`config.mk`:
```
export PLATFORM = sky130hd
export DESIGN_NAME = duo_stage_core
export DESIGN_NICKNAME = d
export VERILOG_FILES = /design/src/rtl/core_pkg.sv /design/src/rtl/core_regfile.sv /design/src/rtl/core_decode.sv /design/src/rtl/core_execute.sv /design/src/rtl/duo_stage_core.sv
export SDC_FILE = /design/constraint.sdc
export NUM_CORES = 2
export LEC_CHECK = 0
export ABC_AREA = 1
export ABC_CLOCK_PERIOD_IN_PS = 2250
export BUFFER_PORTS_ARGS = -buffer_cell sky130_fd_sc_hd__buf_4
export CORE_ASPECT_RATIO = 1.75
export CORE_MARGIN = 2
export CORE_UTILIZATION = 40
export DETAILED_ROUTE_END_ITERATION = 8
export GPL_TIMING_DRIVEN = 0
export HOLD_SLACK_MARGIN = 0.15
export SYNTH_ARGS = -nofsm -noshare
export SYNTH_HDL_FRONTEND = slang
export SYNTH_SLANG_ARGS = --single-unit
```
`constraint.sdc`:
```
create_clock -name clk -period 2.25 [get_ports clk]
set_input_delay 0.225 -clock clk [delete_from_list [all_inputs] [get_ports clk]]
set_output_delay 0.225 -clock clk [all_outputs]
set_load 0.005 [all_outputs]
```
`src/rtl/core_pkg.sv`:
```
package core_pkg;
  parameter int XLEN = 32;
  parameter int REGS = 32;
  localparam int RIDX   = $clog2(REGS);
  localparam int OPW    = 2;
  localparam int IWIDTH = OPW + 3 * RIDX;

  typedef enum logic [OPW-1:0] {
    OP_ADD = 2'b00,
    OP_LD  = 2'b01,
    OP_BZ  = 2'b10,
    OP_ST  = 2'b11
  } op_e;

  // Decoded template: a/b carry operand values, never register names.
  // add: a+b, bz: a=condition, b=target, ld: b=address, st: a=data, b=address
  typedef struct packed {
    logic            vld;
    op_e             op;
    logic [RIDX-1:0] dst;
    logic [XLEN-1:0] a;
    logic [XLEN-1:0] b;
  } tmpl_t;
endpackage

```
`src/rtl/core_regfile.sv`:
```
module core_regfile
  import core_pkg::*;
#(
  parameter int NRD = 2
) (
  input  logic            clk,
  input  logic            rst_n,
  input  logic [RIDX-1:0] rd_idx [NRD],
  output logic [XLEN-1:0] rd_val [NRD],
  input  logic            we,
  input  logic [RIDX-1:0] widx,
  input  logic [XLEN-1:0] wval
);
  logic [XLEN-1:0] regs [REGS];

  always_ff @(posedge clk or negedge rst_n) begin
    if (!rst_n) begin
      for (int i = 0; i < REGS; i++) regs[i] <= '0;
    end else if (we) begin
      regs[widx] <= wval;
    end
  end

  for (genvar g = 0; g < NRD; g++) begin : g_rd
    assign rd_val[g] = regs[rd_idx[g]];
  end
endmodule

```
`src/rtl/core_decode.sv`:
```
module core_decode
  import core_pkg::*;
(
  input  logic [IWIDTH-1:0] instr,
  input  logic [XLEN-1:0]   rd_val [2],
  output logic [RIDX-1:0]   rd_idx [2],
  input  tmpl_t             held,
  output tmpl_t             tmpl,
  output logic              stall
);
  op_e             op;
  logic [RIDX-1:0] fa, fb, fc;
  logic            use0;
  logic            held_writes;

  assign op = op_e'(instr[IWIDTH-1 -: OPW]);
  assign fa = instr[IWIDTH-OPW-1 -: RIDX];
  assign fb = instr[IWIDTH-OPW-RIDX-1 -: RIDX];
  assign fc = instr[RIDX-1:0];

  // port 0 feeds operand a, port 1 feeds operand b
  always_comb begin
    if (op == OP_ADD) begin
      rd_idx[0] = fb;
      rd_idx[1] = fc;
    end else begin
      rd_idx[0] = fa;
      rd_idx[1] = fb;
    end
  end

  assign use0 = (op != OP_LD);

  always_comb begin
    tmpl     = '0;
    tmpl.vld = 1'b1;
    tmpl.op  = op;
    tmpl.dst = fa;
    tmpl.a   = rd_val[0];
    tmpl.b   = rd_val[1];
  end

  assign held_writes = held.vld && (held.op == OP_ADD || held.op == OP_LD);
  assign stall = held_writes &&
                 ((use0 && rd_idx[0] == held.dst) || rd_idx[1] == held.dst);
endmodule

```
`src/rtl/core_execute.sv`:
```
module core_execute
  import core_pkg::*;
(
  input  tmpl_t           cur,
  input  logic [XLEN-1:0] mem_rdata,
  output logic [XLEN-1:0] mem_addr,
  output logic            mem_we,
  output logic [XLEN-1:0] mem_wdata,
  output logic            rf_we,
  output logic [RIDX-1:0] rf_widx,
  output logic [XLEN-1:0] rf_wval,
  output logic            taken,
  output logic [XLEN-1:0] target
);
  assign mem_addr  = cur.b;
  assign mem_wdata = cur.a;
  assign mem_we    = cur.vld && cur.op == OP_ST;

  assign rf_we   = cur.vld && (cur.op == OP_ADD || cur.op == OP_LD);
  assign rf_widx = cur.dst;
  assign rf_wval = (cur.op == OP_ADD) ? cur.a + cur.b : mem_rdata;

  assign taken  = cur.vld && cur.op == OP_BZ && cur.a == '0;
  assign target = cur.b;
endmodule

```
`src/rtl/duo_stage_core.sv`:
```
module duo_stage_core
  import core_pkg::*;
(
  input  logic              clk,
  input  logic              rst_n,
  output logic [XLEN-1:0]   imem_addr,
  input  logic [IWIDTH-1:0] imem_data,
  output logic [XLEN-1:0]   dmem_addr,
  input  logic [XLEN-1:0]   dmem_rdata,
  output logic              dmem_wen,
  output logic [XLEN-1:0]   dmem_wdata
);
  logic [XLEN-1:0] pc_q;
  tmpl_t           stage_q;
  tmpl_t           dec_tmpl;
  logic            hazard_stall;
  logic [RIDX-1:0] rd_idx [2];
  logic [XLEN-1:0] rd_val [2];
  logic            wb_we;
  logic [RIDX-1:0] wb_idx;
  logic [XLEN-1:0] wb_val;
  logic            ex_taken;
  logic [XLEN-1:0] ex_target;

  assign imem_addr = pc_q;

  core_regfile #(.NRD(2)) u_rf (
    .clk    (clk),
    .rst_n  (rst_n),
    .rd_idx (rd_idx),
    .rd_val (rd_val),
    .we     (wb_we),
    .widx   (wb_idx),
    .wval   (wb_val)
  );

  core_decode u_dec (
    .instr  (imem_data),
    .rd_val (rd_val),
    .rd_idx (rd_idx),
    .held   (stage_q),
    .tmpl   (dec_tmpl),
    .stall  (hazard_stall)
  );

  core_execute u_ex (
    .cur       (stage_q),
    .mem_rdata (dmem_rdata),
    .mem_addr  (dmem_addr),
    .mem_we    (dmem_wen),
    .mem_wdata (dmem_wdata),
    .rf_we     (wb_we),
    .rf_widx   (wb_idx),
    .rf_wval   (wb_val),
    .taken     (ex_taken),
    .target    (ex_target)
  );

  // taken branch outranks a stall; both put a bubble into the stage register
  always_ff @(posedge clk or negedge rst_n) begin
    if (!rst_n) begin
      pc_q    <= '0;
      stage_q <= '0;
    end else if (ex_taken) begin
      pc_q    <= ex_target;
      stage_q <= '0;
    end else if (hazard_stall) begin
      stage_q <= '0;
    end else begin
      pc_q    <= pc_q + XLEN'(1);
      stage_q <= dec_tmpl;
    end
  end
endmodule

```
==> flow_summary.json <==
{
  "status": "finished, violations left",
  "failed_checks": "DRC, hold timing, capacitance limit, slew limit, setup timing",
  "vias_per_cell": 6.42,
  "pwr-share-seq_pct": 37.7,
  "postRouteAntennaNets": 0,
  "drt-pass1-iter-count": 9,
  "worstPathCellList": "buf_4 > nor2_2 > buf_6 > o21ai_1 > buf_2 > buf_4 > nand3_1 > nand3_1 > nand3_1 > nand2_1 > nand2_1 > nand2_1 > nor2_1",
  "post-synth-top-area-fraction_pct": 42.1,
  "avgRoutedWirePerCell_um": 35.2,
  "most_common_library_cell_in_the_layout_ignoring_fill_and_taps": "sky130_fd_sc_hd__nand2_1",
  "syn_area_um2": 67000,
  "routabilityCongestion": 1.13,
  "routed-via-count": 82100,
  "dp_area_um2": 71100,
  "design.portCount": 148,
  "critical_path_peak_fanout": 10,
  "dr_drc_count": 1,
  "cts.sinks": 1128,
  "ys_seq_elements": 1128,
  "clkPwrFrac_pct": 23.1,
  "worst_hold_slack_ns": -0.617,
  "fin_ws_ns": -0.571,
  "yosysUniqueCellTypes": 40,
  "dieWidth_um": 313,
  "iter_0_drt_violations": 13300,
  "count_of_non_filler_cells_in_the_finished_layout": 12800,
  "setup_violations": 1058,
  "grt_usage_pct": 51.5,
  "cts_root_buf": "sky130_fd_sc_hd__clkbuf_16",
  "cts_tree": "yes",
  "rsz0062_at_grt": "yes",
  "clock-skew-final_ns": 0.0575,
  "maxSlewHeadroom_pct": -2.22,
  "power.internal_w": 0.0544,
  "worstSkewPairLatency_ns": 0.81,
  "clk_path_buf_depth": 3,
  "synth_area_leader_cell": "sky130_fd_sc_hd__dfrtp_1",
  "r2r_slack_ns": -0.46,
  "max_freq_mhz": 354,
  "r2r_cells": 8,
  "crit-reg2reg-capture": "u_rf.regs[660]$_DFFE_PN0P_",
  "final_max_slew_viol_count": 12,
  "syn_avg_cell_area_um2": 6.73,
  "clkTransAtPathRegs_ns": 0.07,
  "p_total_w": 0.0957,
  "switching_power_w": 0.0413,
  "setup.worst_path.class": "input pin to flip-flop",
  "r2r_start": "stage_q[69]$_DFF_PN0_",
  "fin_crit_sh_pct": 125,
  "cts_htree_levels": 3,
  "grt_first_pass_wirelength_mm": 611,
  "synth.yosys.seq_area_share_pct": 42.1,
  "mappedNetlistNets": 10000,
  "grt_antenna_before_repair": 53,
  "drive_above_1_share_pct": 17.9,
  "number_of_cells_in_the_design_after_placement": 12300,
  "fp.dieArea_um2": 171000,
  "power.leakage_nw": 40.7,
  "synthesis.yosys.warnings": 0,
  "start_kind": "input pin",
  "hold_class": "input pin to asynchronous set/reset pin",
  "worst-slew-pin-transition_ns": 1.53,
  "routed_wirelength_mm": 451,
  "final_period_minus_worst_setup_slack_ns": 2.82,
  "arrival_ns": 3.49,
  "end_kind": "flip-flop",
  "die_height_um": 545,
  "cts_buffers": 114,
  "core_area_um2": 166000,
  "critPathRequiredTime_ns": 2.92,
  "initial_utilization_pct": 40.3,
  "maximum_number_of_pins_on_one_net_before_global_route_repair": 172,
  "final_design_area_no_fill_um2": 82700,
  "max_cap_viol_count": 1,
  "cp_slowest_cell": "sky130_fd_sc_hd__buf_2",
  "finalHoldViolations": 252,
  "grt_pass1_vias": 76200,
  "cp_slowest_stage_delay_ns": 0.66,
  "rows": 198,
  "most-common-layout-cells": "sky130_fd_sc_hd__nand2_1, sky130_fd_sc_hd__nand3_1, sky130_fd_sc_hd__dfrtp_1",
  "tns_ns": -250.35,
  "cellPowerDensity_nw_per_um2": 1160,
  "synthesis.instances": 9962,
  "vdd.ir_drop.worst_v": 0.000661,
  "final_nets": 10500,
  "detailedPlacementHpwl_mm": 337,
  "fill_cells": 16800,
  "grt_overflow_total": 0,
  "fraction_of_power_spent_switching_nets_pct": 43.2,
  "synthToLayoutAreaGrowth_pct": 23.4,
  "comb_power_share_pct": 39.2,
  "port_buffers": 147,
  "cell_types_occupying_the_most_area_after_synthesis": "sky130_fd_sc_hd__dfrtp_1, sky130_fd_sc_hd__nand2_1, sky130_fd_sc_hd__nand3_1"
}
## synthesized netlist by cell type
| cell | count |
|---|---|
| sky130_fd_sc_hd__a21boi_0 | 1 |
| sky130_fd_sc_hd__a21o_1 | 1 |
| sky130_fd_sc_hd__a21oi_1 | 24 |
| sky130_fd_sc_hd__a31oi_1 | 135 |
| sky130_fd_sc_hd__buf_1 | 30 |
| sky130_fd_sc_hd__buf_2 | 456 |
| sky130_fd_sc_hd__buf_4 | 92 |
| sky130_fd_sc_hd__buf_6 | 2 |
| sky130_fd_sc_hd__clkbuf_1 | 264 |
| sky130_fd_sc_hd__dfrtp_1 | 1128 |
| sky130_fd_sc_hd__fa_1 | 1 |
| sky130_fd_sc_hd__ha_1 | 32 |
| sky130_fd_sc_hd__inv_1 | 179 |
| sky130_fd_sc_hd__inv_2 | 46 |
| sky130_fd_sc_hd__inv_4 | 2 |
| sky130_fd_sc_hd__mux2i_1 | 2 |
| sky130_fd_sc_hd__nand2_1 | 4422 |
| sky130_fd_sc_hd__nand2_2 | 6 |
| sky130_fd_sc_hd__nand2_4 | 1 |
| sky130_fd_sc_hd__nand2b_1 | 1 |
| sky130_fd_sc_hd__nand3_1 | 2323 |
| sky130_fd_sc_hd__nand3_2 | 3 |
| sky130_fd_sc_hd__nand3b_1 | 3 |
| sky130_fd_sc_hd__nand4_1 | 15 |
| sky130_fd_sc_hd__nor2_1 | 312 |
| sky130_fd_sc_hd__nor2_2 | 9 |
| sky130_fd_sc_hd__nor2_4 | 22 |
| sky130_fd_sc_hd__nor3_1 | 23 |
| sky130_fd_sc_hd__nor3_2 | 7 |
| sky130_fd_sc_hd__nor3_4 | 1 |
| sky130_fd_sc_hd__nor4_1 | 1 |
| sky130_fd_sc_hd__nor4_4 | 1 |
| sky130_fd_sc_hd__o21ai_0 | 233 |
| sky130_fd_sc_hd__o21ai_1 | 119 |
| sky130_fd_sc_hd__o21ai_2 | 6 |
| sky130_fd_sc_hd__o21bai_1 | 3 |
| sky130_fd_sc_hd__o22ai_1 | 1 |
| sky130_fd_sc_hd__or2_2 | 24 |
| sky130_fd_sc_hd__xnor2_1 | 8 |
| sky130_fd_sc_hd__xor2_1 | 23 |
## cell families (layout without fill, tap and decap cells)
group	count (synthesis)	after routing	synth area share [%]
simple gates	7174	7177	45.2
flops	1128	1128	42.1
buf+inv	1071	1657	7.40
compound gates	523	523	4.21
fa+ha+maj	33	33	0.627
xor+xnor	31	31	0.405
mux	2	2	0.0299
other cells	0	47	0
## what timing repair did
item / 4_1_cts / 5_1_grt
gates resized for setup: 698 / 811
setup buffers: 84 / 81
endpoints found under the hold margin: 570 / 355
endpoints found under the setup margin: 1128 / 1143
gates cloned: 9 / 28
hold buffers: 27 / 9
pin swaps: 67 / 164
## registers in the layout (all words and copies together) (netlist names)
register   count
imem_addr     32
u_rf.regs   1024
stage_q       72
## per-layer routing
| metal | GRT usage [%] | share of wire, % |
|---|---|---|
| met4 | 56.0 | 14 |
| met1 | 50.8 | 30 |
| met3 | 20.0 | 12 |
| met5 | 1.22 | 0.063 |
| met2 | 78.9 | 44 |
## power by group through the flow
stage	combinational, W	sequential (W)	clock, W
after floorplan	0.0188	0.0332	0
after global placement	0.0287	0.0356	0
after detailed placement	0.0294	0.0357	0
after CTS	0.0324	0.0355	0.0220
after global routing	0.0399	0.0367	0.0227
final	0.0376	0.0360	0.0221
## worst max-delay path by stage
stage                               start                          to  slack (ns)  depth (start not counted)
global route        stage_q[32]$_DFF_PN0_   u_rf.regs[60]$_DFFE_PN0P_       -0.48                         14
finish                      imem_data[16]        stage_q[0]$_DFF_PN0_       -0.57                         13
CTS                  stage_q[0]$_DFF_PN0_   u_rf.regs[84]$_DFFE_PN0P_       -0.40                         14
floorplan            stage_q[0]$_DFF_PN0_   u_rf.regs[12]$_DFFE_PN0P_       -0.02                         11
detailed placement  stage_q[47]$_DFF_PN0_  u_rf.regs[336]$_DFFE_PN0P_       -2.29                         12
global placement                    rst_n   u_rf.regs[26]$_DFFE_PN0P_      -13.41                          1
## critical path, delay by kind of cell
kind            cells  cell delay [ns]
simple gates        8             1.25
buf+inv             4             1.46
compound gates      1             0.55
## per-stage QoR
stage / util [%] / setup slack [ns]
detailed placement: 42.8 / -2.29
global placement: 42.6 / -13.41
global route: 49.7 / -0.485
CTS: 47.4 / -0.396
finish: 49.7 / -0.571
floorplan: - / -0.0233
## final cells by class
cell class | instances | area [um2] | share of cell area [%]
flip-flops and latches | 1128 | 28300 | 34.2
clock buffers | 152 | 3260 | 3.94
well taps | 2200 | 2750 | 3.33
plain buffers | 832 | 5640 | 6.82
multi-input cells | 7766 | 36600 | 44.2
inverters | 227 | 1000 | 1.21
repair buffers | 389 | 4200 | 5.08
diodes | 47 | 118 | 0.142
clock inverters | 57 | 862 | 1.04
Power figures use the tool's default switching activity.
